File: src/rtl/bridge_irq_pkg.sv
package bridge_irq_pkg;

    typedef enum logic {
        CLR_ON_ZERO = 1'b0,
        CLR_ON_ONE  = 1'b1
    } clr_mode_e;

    localparam int LSTAT_W  = 8;
    localparam int PERR_W   = 4;
    localparam int DATA_W   = 16;
    localparam int EN_BIT   = 10;
    localparam int PERR_LSB = 12;

    localparam int WORD_STAT = 0;
    localparam int WORD_CFG  = 1;
    localparam int WORD_PERR = 2;

endpackage

File: src/rtl/irq_stat_bank.sv
module irq_stat_bank
    import bridge_irq_pkg::*;
#(
    parameter int        WIDTH = 8,
    parameter clr_mode_e MODE  = CLR_ON_ZERO
) (
    input  logic             clk,
    input  logic             rst_n,
    input  logic [WIDTH-1:0] set_i,
    input  logic             wr_i,
    input  logic [WIDTH-1:0] wdata_i,
    output logic [WIDTH-1:0] stat_o
);

    logic [WIDTH-1:0] clr_vec;
    logic [WIDTH-1:0] stat_q;

    generate
        if (MODE == CLR_ON_ZERO) begin : g_zero
            always_comb begin
                clr_vec = '0;
                if (wr_i && (wdata_i == '0)) begin
                    clr_vec = '1;
                end
            end

            p_zero_clear_r3 : assert property (@(posedge clk) disable iff (!rst_n)
                (wr_i && wdata_i == '0 && set_i == '0) |=> (stat_o == '0));

            p_nonzero_keep_r3 : assert property (@(posedge clk) disable iff (!rst_n)
                (wr_i && wdata_i != '0) |=> ((stat_o & $past(stat_o)) == $past(stat_o)));
        end else begin : g_one
            always_comb begin
                clr_vec = '0;
                if (wr_i) begin
                    clr_vec = wdata_i;
                end
            end

            p_w1c_r8 : assert property (@(posedge clk) disable iff (!rst_n)
                wr_i |=> ((stat_o & $past(wdata_i & ~set_i)) == '0));
        end
    endgenerate

    always_ff @(posedge clk or negedge rst_n) begin
        if (!rst_n) begin
            stat_q <= '0;
        end else begin
            stat_q <= (stat_q & ~clr_vec) | set_i;
        end
    end

    assign stat_o = stat_q;

    p_set_wins_r4 : assert property (@(posedge clk) disable iff (!rst_n)
        (set_i != '0) |=> ((stat_o & $past(set_i)) == $past(set_i)));

    p_sticky_r2 : assert property (@(posedge clk) disable iff (!rst_n)
        !wr_i |=> ((stat_o & $past(stat_o)) == $past(stat_o)));

endmodule

File: src/rtl/irq_reg_port.sv
module irq_reg_port
    import bridge_irq_pkg::*;
#(
    parameter int ADDR_W = 4
) (
    input  logic               wr_i,
    input  logic [ADDR_W-1:0]  addr_i,
    input  logic               half_i,
    input  logic [DATA_W-1:0]  wdata_i,
    input  logic [LSTAT_W-1:0] lstat_i,
    input  logic [LSTAT_W-1:0] mask_i,
    input  logic               en_i,
    input  logic [PERR_W-1:0]  perr_i,
    output logic               lstat_wr_o,
    output logic [LSTAT_W-1:0] lstat_wd_o,
    output logic               mask_wr_o,
    output logic [LSTAT_W-1:0] mask_wd_o,
    output logic               en_wr_o,
    output logic               en_wd_o,
    output logic               perr_wr_o,
    output logic [PERR_W-1:0]  perr_wd_o,
    output logic [DATA_W-1:0]  rdata_o
);

    localparam int WORD_W = ADDR_W - 1;
    localparam int HI_LSB = DATA_W / 2;

    logic [WORD_W-1:0] word;
    logic              lane_lo;
    logic              lane_hi;
    logic [7:0]        byte_lo;
    logic [7:0]        byte_hi;

    assign word    = addr_i[ADDR_W-1:1];
    assign lane_lo = wr_i && !addr_i[0];
    assign lane_hi = wr_i && (half_i ? !addr_i[0] : addr_i[0]);
    assign byte_lo = wdata_i[7:0];
    assign byte_hi = wdata_i[15:8];

    assign lstat_wr_o = lane_lo && (word == WORD_W'(WORD_STAT));
    assign lstat_wd_o = byte_lo;
    assign mask_wr_o  = lane_hi && (word == WORD_W'(WORD_STAT));
    assign mask_wd_o  = byte_hi;
    assign en_wr_o    = lane_hi && (word == WORD_W'(WORD_CFG));
    assign en_wd_o    = byte_hi[EN_BIT-HI_LSB];
    assign perr_wr_o  = lane_hi && (word == WORD_W'(WORD_PERR));
    assign perr_wd_o  = byte_hi[PERR_LSB-HI_LSB +: PERR_W];

    always_comb begin
        rdata_o = '0;
        if (word == WORD_W'(WORD_STAT)) begin
            rdata_o = {mask_i, lstat_i};
        end else if (word == WORD_W'(WORD_CFG)) begin
            rdata_o[EN_BIT] = en_i;
        end else if (word == WORD_W'(WORD_PERR)) begin
            rdata_o[PERR_LSB +: PERR_W] = perr_i;
        end
    end

endmodule

File: src/rtl/bridge_irq_unit.sv
module bridge_irq_unit
    import bridge_irq_pkg::*;
#(
    parameter int ADDR_W = 4
) (
    input  logic               clk,
    input  logic               rst_n,
    input  logic               reg_wr,
    input  logic [ADDR_W-1:0]  reg_addr,
    input  logic               reg_half,
    input  logic [DATA_W-1:0]  reg_wdata,
    output logic [DATA_W-1:0]  reg_rdata,
    input  logic [LSTAT_W-1:0] local_evt,
    input  logic [PERR_W-1:0]  pci_err_evt,
    output logic               irq_o
);

    logic               lstat_wr;
    logic [LSTAT_W-1:0] lstat_wd;
    logic               mask_wr;
    logic [LSTAT_W-1:0] mask_wd;
    logic               en_wr;
    logic               en_wd;
    logic               perr_wr;
    logic [PERR_W-1:0]  perr_wd;
    logic [LSTAT_W-1:0] lstat;
    logic [PERR_W-1:0]  perr;
    logic [LSTAT_W-1:0] mask_q;
    logic               en_q;
    logic               irq_q;

    irq_reg_port #(.ADDR_W(ADDR_W)) u_port (
        .wr_i       (reg_wr),
        .addr_i     (reg_addr),
        .half_i     (reg_half),
        .wdata_i    (reg_wdata),
        .lstat_i    (lstat),
        .mask_i     (mask_q),
        .en_i       (en_q),
        .perr_i     (perr),
        .lstat_wr_o (lstat_wr),
        .lstat_wd_o (lstat_wd),
        .mask_wr_o  (mask_wr),
        .mask_wd_o  (mask_wd),
        .en_wr_o    (en_wr),
        .en_wd_o    (en_wd),
        .perr_wr_o  (perr_wr),
        .perr_wd_o  (perr_wd),
        .rdata_o    (reg_rdata)
    );

    irq_stat_bank #(.WIDTH(LSTAT_W), .MODE(CLR_ON_ZERO)) u_local (
        .clk     (clk),
        .rst_n   (rst_n),
        .set_i   (local_evt),
        .wr_i    (lstat_wr),
        .wdata_i (lstat_wd),
        .stat_o  (lstat)
    );

    irq_stat_bank #(.WIDTH(PERR_W), .MODE(CLR_ON_ONE)) u_perr (
        .clk     (clk),
        .rst_n   (rst_n),
        .set_i   (pci_err_evt),
        .wr_i    (perr_wr),
        .wdata_i (perr_wd),
        .stat_o  (perr)
    );

    always_ff @(posedge clk or negedge rst_n) begin
        if (!rst_n) begin
            mask_q <= '0;
            en_q   <= 1'b0;
        end else begin
            if (mask_wr) begin
                mask_q <= mask_wd;
            end
            if (en_wr) begin
                en_q <= en_wd;
            end
        end
    end

    always_ff @(posedge clk or negedge rst_n) begin
        if (!rst_n) begin
            irq_q <= 1'b0;
        end else begin
            irq_q <= en_q && (|(lstat & mask_q));
        end
    end

    assign irq_o = irq_q;

    p_irq_gate_r6 : assert property (@(posedge clk) disable iff (!rst_n)
        irq_o |-> $past(en_q));

    p_irq_source_r9 : assert property (@(posedge clk) disable iff (!rst_n)
        irq_o |-> $past(|(lstat & mask_q)));

    p_odd_half_ignored_r10 : assert property (@(posedge clk) disable iff (!rst_n)
        (reg_wr && reg_half && reg_addr[0]) |=> (mask_q == $past(mask_q) && en_q == $past(en_q)));

endmodule

File: config.mk
export PLATFORM = sky130hd
export DESIGN_NAME = bridge_irq_unit
export DESIGN_NICKNAME = d
export VERILOG_FILES = /design/src/rtl/bridge_irq_pkg.sv /design/src/rtl/irq_stat_bank.sv /design/src/rtl/irq_reg_port.sv /design/src/rtl/bridge_irq_unit.sv
export SDC_FILE = /design/constraint.sdc
export NUM_CORES = 1
export LEC_CHECK = 0
export BUFFER_PORTS_ARGS = -buffer_cell sky130_fd_sc_hd__buf_2
export CAP_MARGIN = 20
export CELL_PAD_IN_SITES_DETAIL_PLACEMENT = 0
export CELL_PAD_IN_SITES_GLOBAL_PLACEMENT = 1
export CORE_ASPECT_RATIO = 1.1
export CORE_MARGIN = 2
export CORE_UTILIZATION = 30
export DETAILED_ROUTE_END_ITERATION = 8
export PLACE_DENSITY = 0.74
export SYNTH_ARGS = -nofsm -noshare
export SYNTH_HDL_FRONTEND = slang
export SYNTH_SLANG_ARGS = --single-unit
File: constraint.sdc
create_clock -name clk -period 1.8 [get_ports clk]
set_clock_uncertainty 0.2 [all_clocks]
set_input_delay 0.09 -clock clk [delete_from_list [all_inputs] [get_ports clk]]
set_output_delay 0.09 -clock clk [all_outputs]
set_load 0.05 [all_outputs]
=== After elaboration in Yosys (flattened, before gate mapping) ===
Cells that the tools add are included.

* Input bits: 36
* Logic and storage cells: 36
* Output and inout port bits: 17
* Flip-flop bits (word level): 22

* Equality and inequality tests: 2
* Mux-type cells: 10
* Bitwise gates (word level): 7
* Reductions and logical operators: 12

{| class="wikitable"
|+ Operator list
! cell !! count
|-
| $and A8 B8 Y8 || 2
|-
| $mux W4 || 4
|-
| $mux W10 || 1
|-
| $logic_and A1 B1 Y1 || 8
|-
| $logic_not A8 Y1 || 1
|-
| $mux W8 || 1
|-
| $not A8 Y8 || 1
|-
| $or A8 B8 Y8 || 1
|-
| $reduce_or A8 Y1 || 1
|-
| $and A4 B4 Y4 || 1
|-
| $mux W1 || 4
|-
| $not A4 Y4 || 1
|-
| $or A4 B4 Y4 || 1
|-
| $eq A3 B1 Y1 const B || 1
|-
| $eq A3 B2 Y1 const B || 1
|-
| $logic_not A3 Y1 || 1
|-
| $logic_not A1 Y1 || 1
|}

=== Logic depth before layout (Yosys ltp) ===
Gate-level depths: netlist (run 1).

* Depth in word-level cells: 8
* Gate-level depth with buffers: 4
* Gate-level depth less buffers: 3

=== Hierarchy ===
Synthesis (run 1) repeated with hierarchy kept, for this count alone.

* Cell total of the unflattened synthesis: 130
* Area, all modules: 1353.8 um^2

{| class="wikitable"
|+ By module, submodules not included
! module !! sequential area each (um^2) !! cells an instance !! area an instance (um^2) !! instances
|-
| bridge_irq_unit || 250.2 || 27 || 432.9 || 1
|-
| irq_reg_port || 0.0 || 54 || 402.9 || 1
|-
| irq_stat_bank (u_local) || 200.2 || 37 || 372.9 || 1
|-
| irq_stat_bank (u_perr) || 100.1 || 12 || 145.1 || 1
|}

=== Worst setup path before layout (run 1) ===
No wires, ideal clock.

* Path kind: register to output
* Start point: register en_q
* End point: output port reg_rdata[10]
* Data required time: 1.510 ns
* Setup slack: 0.059 ns
* Arrival: 1.451 ns
* Buffers on the path: 0
* Cell stages (with the launch flop): 3
* Cells stage by stage: dfrtp_1 -> mux2i_1 -> nor3_1

* Longest elaborated chain between the ends: 2

{| class="wikitable"
|+ Ends and longest elaborated chain
! element !! RTL line !! source
|-
| start, declared || bridge_irq_unit.sv:29 || <nowiki>logic en_q;</nowiki>
|-
| start signal, assigned || bridge_irq_unit.sv:79 || <nowiki>en_q <= en_wd;</nowiki>
|-
| $mux W1 || irq_reg_port.sv:53 || <nowiki>end else if (word == WORD_W'(WORD_CFG)) begin</nowiki>
|-
| $mux W1 || irq_reg_port.sv:51 || <nowiki>if (word == WORD_W'(WORD_STAT)) begin</nowiki>
|-
| end, declared || bridge_irq_unit.sv:12 || <nowiki>output logic [DATA_W-1:0] reg_rdata,</nowiki>
|}

Every way passes these cells.

=== Worst setup path after layout (run 1) ===
* Start point: input port reg_wr
* End point: register u_perr.stat_q[2], in the netlist u_perr.stat_o[2]

* Longest elaborated chain between the ends: 6

{| class="wikitable"
|+ Ends and longest elaborated chain
! element !! RTL line !! source
|-
| start, declared || bridge_irq_unit.sv:8 || <nowiki>input logic reg_wr,</nowiki>
|-
| $logic_and A1 B1 Y1 || irq_reg_port.sv:36 || <nowiki>assign lane_hi = wr_i && (half_i ? !addr_i[0] : addr_i[0]);</nowiki>
|-
| $logic_and A1 B1 Y1 || irq_reg_port.sv:46 || <nowiki>assign perr_wr_o = lane_hi && (word == WORD_W'(WORD_PERR));</nowiki>
|-
| $mux W4 || irq_stat_bank.sv:35 || <nowiki>if (wr_i) begin</nowiki>
|-
| $not A4 Y4 || irq_stat_bank.sv:49 || <nowiki>stat_q <= (stat_q & ~clr_vec) | set_i;</nowiki>
|-
| $and A4 B4 Y4 || irq_stat_bank.sv:49 ||
|-
| $or A4 B4 Y4 || irq_stat_bank.sv:49 ||
|-
| end signal, assigned || irq_stat_bank.sv:49 ||
|-
| end, declared || irq_stat_bank.sv:16 || <nowiki>logic [WIDTH-1:0] stat_q;</nowiki>
|}

Every way passes these cells.
A chain may end at the register's enable or synchronous reset.

==> impl_metrics.tcl, run 1 <==
set metrics [dict create \
    ys_async_sr_fraction_pct 100 \
    critPathLaunch "reg_wr" \
    grt_max_degree 23 \
    syn-instance-count 93 \
    yosysWarningCount 0 \
    crit_chain "dlygate4sd3_1 > buf_2 > and4_1 > a31oi_1 > dlygate4sd3_1" \
    endpoint_kind "flop" \
    post-place-ws_ns 0.252 \
    cts.path.max_buffers 2 \
    setup.worst_path.class "input pin to flop" \
    m1WireLength_mm 1.12 \
    crit_path_start_kind "input pin" \
    root_buffer "clkbuf_4" \
    first_pass_iters 4 \
    clock.fmax_mhz 596 \
    yosysSeqAreaShare_pct 51.9 \
    hold_violations 0 \
    wl_per_cell_um 12.3 \
    rr_startpoint "u_perr.stat_o[0]$_DFF_PN0_" \
    met3WireLength_um 139 \
    core_sq_mm 0.00336 \
    arrival_ns 1.68 \
    yosysTopAreaCell "dfrtp_1" \
    cts_tree "yes" \
    synth_common_cells "22 x dfrtp_1, 11 x and2_1, 9 x mux2_2, 8 x a21o_1, 6 x nor2_1" \
    ys_types 21 \
    initial_core_util_pct 31.6 \
    critPathMaxFanout 4 \
    path_common_cell "dlygate4sd3_1" \
    fin_setup_tns_ns 0 \
    dr_wl_met2_mm 1.38 \
    cpPeakStageDelay_ns 0.56 \
    antenna_found_initial 0 \
    maxCapViolations 0 \
    clkLatencyLatePin_ns 0.31 \
    cts_htree_levels 1 \
    synth_top_cell_area_share_pct 51.9 \
    period_share_pct 93.2 \
    dieArea_sq_mm 0.00402 \
    vias_per_cell 4.56 \
    rows 22 \
    grt_pass1_wl_mm 4.37 \
    crit_buf_inv 3 \
    synth_enable_flop_cells 0 \
    diodes 0 \
    pwr_density_cell_mw_per_mm2 806 \
    synth.most_common_cell "dfrtp_1" \
    areaGrowthSynthToFinish_pct 54.4 \
    final_antenna_net_count 0 \
    syn_area_sq_mm 0.00106 \
    worst_pin_slew_ns 0.492 \
    dp_hpwl_mm 2.00 \
    dr.first_iter.drc_count 39 \
    fillerInstances 332 \
    stdcell_count 216 \
    first_global_vias 981 \
    cts_setup_buffers 0 \
    crit_family "buffers and inverters" \
    post-route-min-period_ns 1.68 \
    numCtsBuffers 3 \
    io_pins 53 \
    placed_cells 190 \
    clkSinkCount 22 \
    overflow 0 \
    setup_viol 0 \
    netlist_top_cells_area "dfrtp_1 52%, mux2_2 9.6%, and2_1 6.5%, a21o_1 5.7%, mux2i_1 4.7%" \
    grtUsageTotal_pct 14.6 \
    vdd_drop_max_v 0.000351 \
    gp_congestion 0.766 \
    synth.ff_latch_count 22 \
    ys.flop_type "dfrtp_1" \
    worst_slack_ns 0.123 \
    worst_hold_slack_ns 0.0394 \
    hold_path_class "input pin to flop" \
    chipWidth_um 60.7 \
    postSynthNetCount 129 \
    slowest_stage "dlygate4sd3_1" \
    drive_gt1_share_pct 40.5 \
    status "completed" \
    p_leak_nw 0.760 \
    cp.required_ns 1.80 \
    min_from "reg_addr[1]" \
    avgSynthCellArea_sq_um 11.4 \
    portBuffers 52 \
    finalPower_mw 1.32 \
    wirelength_mm 2.65 \
    nets 205 \
    top_layer "met3" \
    rsz0062_at_grt "no" \
    path_clk_slew_ns 0.12 \
    fp.dieH_um 66.3 \
    vias 985 \
    slew_viol_final 0 \
    drc 0 \
    relSlewSlack_pct 67.2 \
]
-- worst paths after layout --
check / to / slack [ns] / cells after the start
max in group asynchronous: irq_o$_DFF_PN0_ / 1.00 / 2
min: en_q$_DFFE_PN0P_ / 0.04 / 3
min in group asynchronous: u_perr.stat_o[2]$_DFF_PN0_ / 0.07 / 2
max: u_perr.stat_o[2]$_DFF_PN0_ / 0.12 / 5
max reg2reg: u_perr.stat_o[0]$_DFF_PN0_ / 0.38 / 3
min reg2reg: u_local.stat_o[0]$_DFF_PN0_ / 0.31 / 1
-- layer usage --
layer	global-route usage, %	vias to the layer above
met2	25.3	27
met1	17.7	477
li1	-	481
met4	5.98	0
met5	0	-
met3	1.96	0
-- area by class of cell --
class	count	area, sq um	area share, %
flip-flops and latches	22	551	33.6
repair buffers	75	488	29.8
multi-input cells	62	467	28.5
well taps	48	60.1	3.67
clock inverters	1	30.0	1.83
clock buffers	3	22.5	1.38
inverters	5	18.8	1.15
-- registers in the layout, indices dropped and copies added, names as in the netlist --
name,flops
u_perr.stat_o,4
en_q,1
u_local.stat_o,8
mask_q,8
irq_o,1
-- worst register-to-register path: stages (launching register included) --
cell and delay, ns:
dfrtp_1 0.42, nor2_1 0.10, a31oi_1 0.04, dlygate4sd3_1 0.56
-- where the power goes --
part / internal, mW / switching (mW) / leakage [nW]
registers: 0.557 / 0.0479 / 0.228
clock network: 0.225 / 0.151 / 0.0279
logic: 0.153 / 0.186 / 0.504
total: 0.935 / 0.385 / 0.760
-- kinds of logic after synthesis --
group,after synthesis,share of synthesized area [%]
buffers and inverters,9,4.01
multiplexers,14,14.3
AND/OR/NAND/NOR,30,17.2
XOR/XNOR,1,0.827
flip-flops,22,51.9
AO/OA/AOI/OAI,17,11.7
-- cell usage in the layout, fill, tap and decap left out, drive strengths merged --
| cell type | count |
|---|---|
| a21o | 8 |
| a22oi | 4 |
| a31oi | 4 |
| a41oi | 1 |
| and2 | 11 |
| and4 | 1 |
| buf | 53 |
| bufinv | 1 |
| clkbuf | 3 |
| dfrtp | 22 |
| dlygate4sd3 | 22 |
| inv | 5 |
| mux2 | 9 |
| mux2i | 5 |
| nand3 | 1 |
| nand4 | 2 |
| nor2 | 6 |
| nor2b | 1 |
| nor3 | 6 |
| nor4 | 2 |
| xor2 | 1 |
-- through the flow --
step / utilization (%) / instance area [sq um]
floorplan: - / 1060
global placement: 40.6 / 1360
detailed placement: 40.6 / 1360
CTS: 48.7 / 1640
global route: 48.7 / 1640
finish: 48.7 / 1640
-- repair_timing --
| action | in CTS | in global routing |
|---|---|---|
| hold endpoints to repair | 43 | 0 |
| resized for setup | 0 | 0 |
| hold buffers | 22 | 0 |
No activity file was read; power rests on OpenSTA's default activity.
==> inputs of run 2 (changes only) <==
GPL_TIMING_DRIVEN = 0   (was default)
==> run 2 against run 1 <==
Compared with the run above:
- worst hold slack got worse by 0.017 ns
- non-clock buffer count unchanged
- clock power increased by 1%
- maximum frequency increased by 0.58%
- largest power group unchanged
- highest routed layer is now met4
==> impl_metrics.tcl, run 2 (same netlist as run 1, synthesis figures left out) <==
set metrics [dict create \
    io_pins 53 \
    crit_buf_inv 3 \
    cts_tree "yes" \
    cpPeakStageDelay_ns 0.56 \
    nets 205 \
    cts_resized 0 \
    post-route-util_pct 48.8 \
    gp_congestion 0.778 \
    min_from "reg_addr[2]" \
    relSlewSlack_pct 67.9 \
    worst_pin_slew_ns 0.482 \
    hold_path_class "input pin to flop" \
    crit_family "buffers and inverters" \
    vdd_drop_max_v 0.000352 \
    dpl_cell_area_sq_mm 0.00137 \
    slew_viol_final 0 \
    crit_chain "dlygate4sd3_1 > buf_2 > and4_1 > a31oi_1 > dlygate4sd3_1" \
    setup.worst_path.class "input pin to flop" \
    whs_endpoint "en_q$_DFFE_PN0P_" \
    r2r-end "u_perr.stat_o[2]$_DFF_PN0_" \
    arrival_ns 1.67 \
    fin_setup_tns_ns 0 \
    ff2ff_setup_slack_ns 0.39 \
    rsz0062_at_grt "no" \
    drc 0 \
    most-common-layout-cells "50 x buf_2, 22 x dfrtp_1, 22 x dlygate4sd3_1" \
    vias_per_cell 4.43 \
    period_share_pct 92.6 \
    clkLatencyLatePin_ns 0.31 \
    final_common_cell "buf_2" \
    cts_htree_levels 1 \
    wl_per_cell_um 12.2 \
    dieArea_sq_mm 0.00402 \
    grtUsageTotal_pct 13.9 \
    fp.dieH_um 66.3 \
    slowest_stage "dlygate4sd3_1" \
    initial_core_util_pct 31.6 \
    crit_path_start_kind "input pin" \
    maxCapViolations 0 \
    antenna_found_initial 0 \
    portBuffers 49 \
    grt_pass1_wl_mm 4.21 \
    cts.path.max_buffers 2 \
    numCtsBuffers 3 \
    dr.first_iter.drc_count 25 \
    rows 22 \
    chipWidth_um 60.7 \
    dp_hpwl_mm 1.98 \
    core_sq_mm 0.00336 \
    vias 957 \
    cp.required_ns 1.80 \
    setup_viol 0 \
    pwr_density_cell_mw_per_mm2 808 \
    final_antenna_net_count 0 \
    root_buffer "clkbuf_4" \
    diodes 0 \
    path_clk_slew_ns 0.12 \
    post-place-ws_ns 0.198 \
    areaGrowthSynthToFinish_pct 54.5 \
    worst_hold_slack_ns 0.0223 \
    wirelength_mm 2.63 \
    hold_violations 0 \
    cts_setup_buffers 0 \
    overflow 0 \
    hold_depth 4 \
    path_common_cell "dlygate4sd3_1" \
    clkSinkCount 22 \
    reg2regPathDepth 3 \
    status "completed" \
    grt_max_degree 23 \
    p_leak_nw 0.756 \
    fin_area_sq_mm 0.00164 \
    hold_buffers 22 \
    worst_slack_ns 0.132 \
    post-route-min-period_ns 1.67 \
    endpoint_kind "flop" \
    first_global_vias 1002 \
    drive_gt1_share_pct 39.3 \
    rr_startpoint "u_perr.stat_o[2]$_DFF_PN0_" \
    critPathMaxFanout 4 \
    clock.fmax_mhz 600 \
    first_pass_iters 4 \
]
## run 2: cell types whose count changed in the layout (fill, tap and decap cells not counted), sizes merged
cell / before / now
buf: 53 / 51
clkbuf: 3 / 5
## run 2: power by group
group | switching, mW | internal (mW) | leakage (nW)
registers | 0.0463 | 0.557 | 0.228
clock network | 0.156 | 0.225 | 0.0279
logic | 0.187 | 0.153 | 0.500
## run 2: layout make-up
cell class | instances | area [sq um]
buffer | 4 | 23.8
clock buffer | 3 | 22.5
clock inverter | 1 | 30.0
fill | 337 | 1720
inverter | 5 | 18.8
multi-input combinational | 62 | 467
sequential | 22 | 551
tap | 48 | 60.1
timing repair buffer | 71 | 465
## run 2: worst register-to-register path: stages (launching register included)
cell	delay, ns
dfrtp_1	0.40
nor2_1	0.10
a31oi_1	0.04
dlygate4sd3_1	0.56
## run 2: through the flow
step,power [mW],std cells
floorplan,0.816,93
global placement,0.916,190
detailed placement,0.926,190
CTS,1.34,216
global route,1.40,216
finish,1.32,216
## run 2: worst max path at each step
stage                     cells past startpoint  slack (ns)             start                    endpoint
after global routing                          5        0.07            reg_wr  u_perr.stat_o[0]$_DFF_PN0_
final                                         5        0.13            reg_wr  u_perr.stat_o[2]$_DFF_PN0_
after detailed placement                      5        0.20       reg_addr[3]                reg_rdata[6]
after global placement                        5        0.21       reg_addr[3]                reg_rdata[1]
after CTS                                     5        0.15            reg_wr  u_perr.stat_o[3]$_DFF_PN0_
after floorplan                               2        0.06  en_q$_DFFE_PN0P_               reg_rdata[10]
## run 2: layer usage
metal	GRT usage (%)	part of all wire, %	vias up
met5	0	0	-
met4	4.89	1.4	0
met3	1.76	4.5	4
met2	25.1	51	27
met1	16.3	43	444
li1	-	-	482
